===== config.mk =====
export PLATFORM = sky130hd
export DESIGN_NAME = lane_shuffle_unit
export DESIGN_NICKNAME = d
export VERILOG_FILES = /design/src/rtl/shuf_pkg.sv /design/src/rtl/lane_picker.sv /design/src/rtl/fault_screen.sv /design/src/rtl/lane_shuffle_unit.sv
export SDC_FILE = /design/constraint.sdc
export NUM_CORES = 1
export LEC_CHECK = 0
export BUFFER_PORTS_ARGS = -buffer_cell sky130_fd_sc_hd__clkbuf_2
export CORE_AREA = 3 3 169 171
export DETAILED_ROUTE_END_ITERATION = 10
export DIE_AREA = 0 0 172 174
export PLACE_DENSITY_LB_ADDON = 0.25
export RECOVER_POWER = 100
export REMOVE_ABC_BUFFERS = 1
export SLEW_MARGIN = 5
export SYNTH_ARGS = -nofsm -noshare
export SYNTH_HDL_FRONTEND = slang
export SYNTH_SLANG_ARGS = --single-unit

===== constraint.sdc =====
create_clock -name clk -period 0.8 [get_ports clk]
set_input_delay 0.12 -clock clk [delete_from_list [all_inputs] [get_ports clk]]
set_output_delay 0.12 -clock clk [all_outputs]
set_load 0.03 [all_outputs]

===== src/rtl/shuf_pkg.sv =====
package shuf_pkg;
  typedef enum logic [2:0] {
    FLT_NONE  = 3'd0,
    FLT_UD    = 3'd1,
    FLT_NM    = 3'd2,
    FLT_GP    = 3'd3,
    FLT_RANGE = 3'd4
  } fault_e;
endpackage


===== src/rtl/lane_picker.sv =====
module lane_picker #(
  parameter int LANE_W = 32,
  parameter int LANES  = 4,
  localparam int SEL_W = $clog2(LANES),
  localparam int DW    = LANE_W * LANES
) (
  input  logic [DW-1:0]          lo_opnd,
  input  logic [DW-1:0]          hi_opnd,
  input  logic [SEL_W*LANES-1:0] sel,
  output logic [DW-1:0]          picked
);
  function automatic logic [LANE_W-1:0] lane_of(input logic [DW-1:0] v,
                                                input logic [SEL_W-1:0] idx);
    return v[idx*LANE_W +: LANE_W];
  endfunction

  for (genvar g = 0; g < LANES; g++) begin : g_lane
    logic [SEL_W-1:0] field;
    assign field = sel[g*SEL_W +: SEL_W];
    if (g < LANES/2) begin : g_lo
      assign picked[g*LANE_W +: LANE_W] = lane_of(lo_opnd, field);
    end else begin : g_hi
      assign picked[g*LANE_W +: LANE_W] = lane_of(hi_opnd, field);
    end
  end
endmodule


===== src/rtl/fault_screen.sv =====
module fault_screen #(
  parameter int ADDR_W   = 32,
  parameter int OPND_B   = 16,
  parameter int REAL_TOP = 16'hFFFF,
  localparam int AL_W    = $clog2(OPND_B)
) (
  input  logic              src_is_mem,
  input  logic [ADDR_W-1:0] mem_addr,
  input  logic              real_mode,
  input  logic              ctl_emul,
  input  logic              ctl_os_ext,
  input  logic              feat_packed,
  input  logic              task_sw,
  output shuf_pkg::fault_e  code,
  output logic              ud_hit,
  output logic              nm_hit,
  output logic              gp_hit,
  output logic              rng_hit
);
  import shuf_pkg::*;

  logic [ADDR_W:0] last_byte;
  assign last_byte = {1'b0, mem_addr} + (ADDR_W+1)'(OPND_B - 1);

  assign ud_hit  = ctl_emul | ~ctl_os_ext | ~feat_packed;
  assign nm_hit  = task_sw;
  assign gp_hit  = src_is_mem & (mem_addr[AL_W-1:0] != '0);
  assign rng_hit = src_is_mem & real_mode & (last_byte > (ADDR_W+1)'(REAL_TOP));

  always_comb begin
    if (ud_hit)       code = FLT_UD;
    else if (nm_hit)  code = FLT_NM;
    else if (gp_hit)  code = FLT_GP;
    else if (rng_hit) code = FLT_RANGE;
    else              code = FLT_NONE;
  end

  always_comb begin

    if (ud_hit) ud_first_chk: assert (code == FLT_UD);

    if (!src_is_mem) reg_src_chk: assert (code != FLT_GP && code != FLT_RANGE);
  end
endmodule


===== src/rtl/lane_shuffle_unit.sv =====
module lane_shuffle_unit #(
  parameter int LANE_W = 32,
  parameter int LANES  = 4,
  parameter int ADDR_W = 32,
  localparam int DW    = LANE_W * LANES,
  localparam int SW    = $clog2(LANES) * LANES
) (
  input  logic              clk,
  input  logic              rst_n,
  input  logic              in_valid,
  input  logic [DW-1:0]     dst_opnd,
  input  logic [DW-1:0]     src_opnd,
  input  logic [SW-1:0]     sel_imm,
  input  logic              src_alias,
  input  logic              src_is_mem,
  input  logic [ADDR_W-1:0] mem_addr,
  input  logic              real_mode,
  input  logic              ctl_emul,
  input  logic              ctl_os_ext,
  input  logic              feat_packed,
  input  logic              task_sw,
  output logic              out_valid,
  output logic [DW-1:0]     out_result,
  output logic              out_write,
  output logic [2:0]        out_fault
);
  import shuf_pkg::*;

  logic [DW-1:0] hi_src, picked;
  fault_e        code;
  logic          ud_hit, nm_hit, gp_hit, rng_hit;
  logic          commit_ok;

  // aliased source reads the pre-write destination value
  assign hi_src = src_alias ? dst_opnd : src_opnd;

  lane_picker #(.LANE_W(LANE_W), .LANES(LANES)) u_pick (
    .lo_opnd(dst_opnd), .hi_opnd(hi_src), .sel(sel_imm), .picked(picked)
  );

  fault_screen #(.ADDR_W(ADDR_W), .OPND_B(DW/8)) u_screen (
    .src_is_mem(src_is_mem), .mem_addr(mem_addr), .real_mode(real_mode),
    .ctl_emul(ctl_emul), .ctl_os_ext(ctl_os_ext), .feat_packed(feat_packed),
    .task_sw(task_sw), .code(code), .ud_hit(ud_hit), .nm_hit(nm_hit),
    .gp_hit(gp_hit), .rng_hit(rng_hit)
  );

  assign commit_ok = in_valid & (code == FLT_NONE);

  always_ff @(posedge clk or negedge rst_n) begin
    if (!rst_n) begin
      out_valid  <= 1'b0;
      out_result <= '0;
      out_write  <= 1'b0;
      out_fault  <= 3'd0;
    end else begin
      out_valid  <= in_valid;
      out_write  <= commit_ok;
      out_result <= commit_ok ? picked : '0;
      out_fault  <= in_valid ? code : FLT_NONE;
    end
  end


  latency_chk: assert property (@(posedge clk) disable iff (!rst_n)
    in_valid |=> out_valid);

  idle_chk: assert property (@(posedge clk) disable iff (!rst_n)
    !out_valid |-> (!out_write && out_fault == 3'd0));

  commit_chk: assert property (@(posedge clk) disable iff (!rst_n)
    out_valid |-> (out_write == (out_fault == 3'd0)));

  quiet_fault_chk: assert property (@(posedge clk) disable iff (!rst_n)
    (out_valid && out_fault != 3'd0) |-> out_result == '0);

  nm_chk: assert property (@(posedge clk) disable iff (!rst_n)
    (in_valid && nm_hit && !ud_hit) |=> out_fault == 3'd2);

  gp_chk: assert property (@(posedge clk) disable iff (!rst_n)
    (in_valid && gp_hit && !ud_hit && !nm_hit) |=> out_fault == 3'd3);

  rng_chk: assert property (@(posedge clk) disable iff (!rst_n)
    (in_valid && rng_hit && !ud_hit && !nm_hit && !gp_hit) |=> out_fault == 3'd4);
endmodule


==> metrics.md <==
| Metric | Value |
|---|---|
| Final Net Count | `1575` |
| Vias in the first global route | `9702` |
| Share of layout cells above drive strength 1 | `74.04%` |
| Congestion Overflow GR | `0` |
| Mapped cell area | `9912 µm²` |
| Mapped Cells | `692` |
| Met3 wire len | `2882 µm` |
| Initial antenna violation count | `1` |
| Overall power | `0.02052 W` |
| Top post-synthesis cells by area | `mux4_2 44%, dfrtp_1 34%, mux2i_1 6.7%` |
| Area after DPL | `13860 µm²` |
| Dpl hpwl | `28740 µm` |
| Clock Tree Root | `clkbuf_16` |
| Final worst path period share | `271.5%` |
| RSZ-0062 raised after global routing | `yes` |
| Yosys top cell by area | `mux4_2` |
| Vias post-DR | `9197` |
| Max cap viols | `0` |
| Core Area | `27030 µm²` |
| CTS buffer count | `17` |
| Largest net degree at the start of global routing | `56` |
| Critical Path Start Type | `input pin` |
| Hold Buf Count CTS | `3` |
| Commonest cells after routing, fill and taps aside | `294 x clkbuf_2, 192 x mux4_2, 133 x dfrtp_1` |
| Crit path required time | `1.15 ns` |
| Via density | `5.674` |
| Commonest non-fill, non-tap cell in the layout | `clkbuf_2` |
| Die Width | `172 µm` |
| Synth Register Bits | `133` |
| Final Max Slew Viols | `0` |
| WL per Instance | `23.58 µm` |
| Leak pwr | `7.719 nW` |
| EDFF count, synth | `0` |
| Status | `complete, but fails checks` |
| Met1 WL | `13530 µm` |
| Post-route setup slack | `-1.372 ns` |
| Die Ht | `174 µm` |
| Failing checks | `negative hold slack, negative setup slack` |
| F_max | `0.4604 GHz` |
| GRT Total Usage | `24.21%` |
| # rows | `60` |
| Remaining routing DRC violations | `0` |
| Mean Syn Cell Area | `14.32 µm²` |
| Drt total wl | `38230 µm` |
| Unique masters post-synth | `48` |
| Asr flop ratio synth | `100.0%` |
| Die ar. | `29930 µm²` |
| Maximum VDD drop | `1.220 mV` |
| Slew margin rel. | `71.99%` |
| CTS tree | `built` |
| Worst hold slack | `-0.04022 ns` |
| Post-route cell area | `16850 µm²` |
| Post-synth top area share | `43.63%` |
| Pwr Density | `1218 nW/µm²` |
| Synth Flop Type | `dfrtp_1` |
| Drt pass-1 iters | `4` |
| Filler cells | `2012` |
| Port buffer count | `438` |
| H-tree depth | `4` |
| Core Util, Final | `62.33%` |
| Clock Tree Buf Depth | `2` |
| CP endpoint kind | `flip-flop` |
| Syn-to-layout area delta | `69.96%` |
| Clk pin slew, worst setup/hold paths | `0.07 ns` |
| CTS Sinks | `133` |
| Crit path DAT | `2.53 ns` |
| TNS Setup | `-206.96 ns` |
| CP max FO | `6` |
| Final min period | `2.172 ns` |
| Top routing layer in use | `met4` |
| Final Hold Fails | `1` |
| Crit path kind | `input pin to flip-flop` |
| Hold Path Class | `input pin to flip-flop` |
| Starting Density | `36.68%` |
| Final setup fails | `317` |
| Drt initial violations | `641` |
| Sequential area share after synthesis | `33.58%` |
| Final ANT Viol Nets | `0` |
| DR WL met2 | `20570 µm` |
| First-pass GRT wire length | `54920 µm` |
| Ys Warns | `0` |
| GPL Wtd Cong | `0.8615` |
| I/O pin count | `439` |
| Slew @ Worst Pin | `0.4085 ns` |
path summary, 6_finish.rpt:
check | from | slack (ns) | to | cells after the start
worst max-delay path | mem_addr[21] | -1.37 | out_result[118] | 14
worst min-delay path | task_sw | -0.04 | out_fault[1] | 3
max in group asynchronous | rst_n | -0.03 | out_result[120] | 3
min in group asynchronous | rst_n | 0.18 | out_result[66] | 2
cells by family (layout without fill, tap and decap cells):
family	Yosys count	count (layout)	share of synthesized area, %
AOI/OAI and AO/OA	25	25	1.843
and+or+nand+nor	198	198	10.63
adders and majority gates	2	2	0.2524
xor gates and xnor gates	4	4	0.3535
buffers and inverters	71	658	2.941
DFF	133	133	33.58
muxes	259	259	50.40
other	0	1	0
metal layers:
layer  vias to the layer above  track usage [%]
li1                       3949                -
met1                      4689            28.53
met2                       486            43.02
met3                        73            5.094
met4                         0            9.315
met5                         -                0
registers in the layout (all words and copies together) (netlist names):
name,count
out_fault,3
out_result,128
out_valid,1
out_write,1
area by class of cell:
type	instances	area, µm²	share of cell area, %
tap	341	426.7	2.533
clock buffer	17	425.4	2.525
timing repair buffer	622	5628	33.41
clock inverter	14	166.4	0.9878
multi-input combinational	488	6840	40.60
sequential	133	3328	19.76
inverter	5	28.78	0.1708
antenna	1	2.502	0.01485
stage by stage:
| step | instances | setup WS (ns) | hold WS, ns |
|---|---|---|---|
| after CTS | 1607 | -1.280 | -0.06496 |
| final | 1621 | -1.372 | -0.04022 |
| after global placement | 1560 | -1.783 | -0.04790 |
| after global routing | 1621 | -1.420 | -0.04382 |
| after detailed placement | 1560 | -1.799 | -0.05057 |
| after floorplan | 626 | -4.004 | -0.1756 |
synth_stat cells (2+ instances only):
cell	instances
nand2b_1	2
xnor2_1	2
a31oi_1	3
mux4_2	192
nor3_1	7
nor3b_1	2
nand2_1	10
a21o_1	2
nor4_2	3
nand3_1	12
nand4_1	6
a211oi_1	2
nor2b_1	65
nor2_1	73
inv_1	5
clkbuf_2	2
nor4_1	5
buf_1	13
dfrtp_1	133
clkbuf_1	38
buf_2	12
and3_1	4
xor2_1	2
ha_1	2
mux2i_1	66
a21oi_1	5
or2_2	2
o21a_1	2
where the power goes:
group / leakage [nW] / internal [W] / switching, W
registers: 1.85 / 0.00677 / 0.0000330
logic: 5.59 / 0.00329 / 0.00241
clock network: 0.281 / 0.00467 / 0.00333
total: 7.72 / 0.0147 / 0.00578
what timing repair did:
action | in CTS | in global routing
endpoints found under the hold margin | 137 | 1
setup buffers | 9 | 9
gates cloned | 4 | 8
pin swaps | 14 | 22
resized for setup | 319 | 239
endpoints found under the setup margin | 263 | 263
critical path: stages:
cell       delay, ns
clkbuf_2        0.12
nand2_1         0.11
buf_4           0.17
nor3_4          0.24
nand3_4         0.11
mux2_4          0.31
o21a_1          0.20
nor4_2          0.26
buf_4           0.17
a31oi_4         0.09
buf_6           0.15
clkbuf_16       0.17
clkbuf_16       0.18
nor2_2          0.11
No activity file was read; power rests on OpenSTA's default activity.
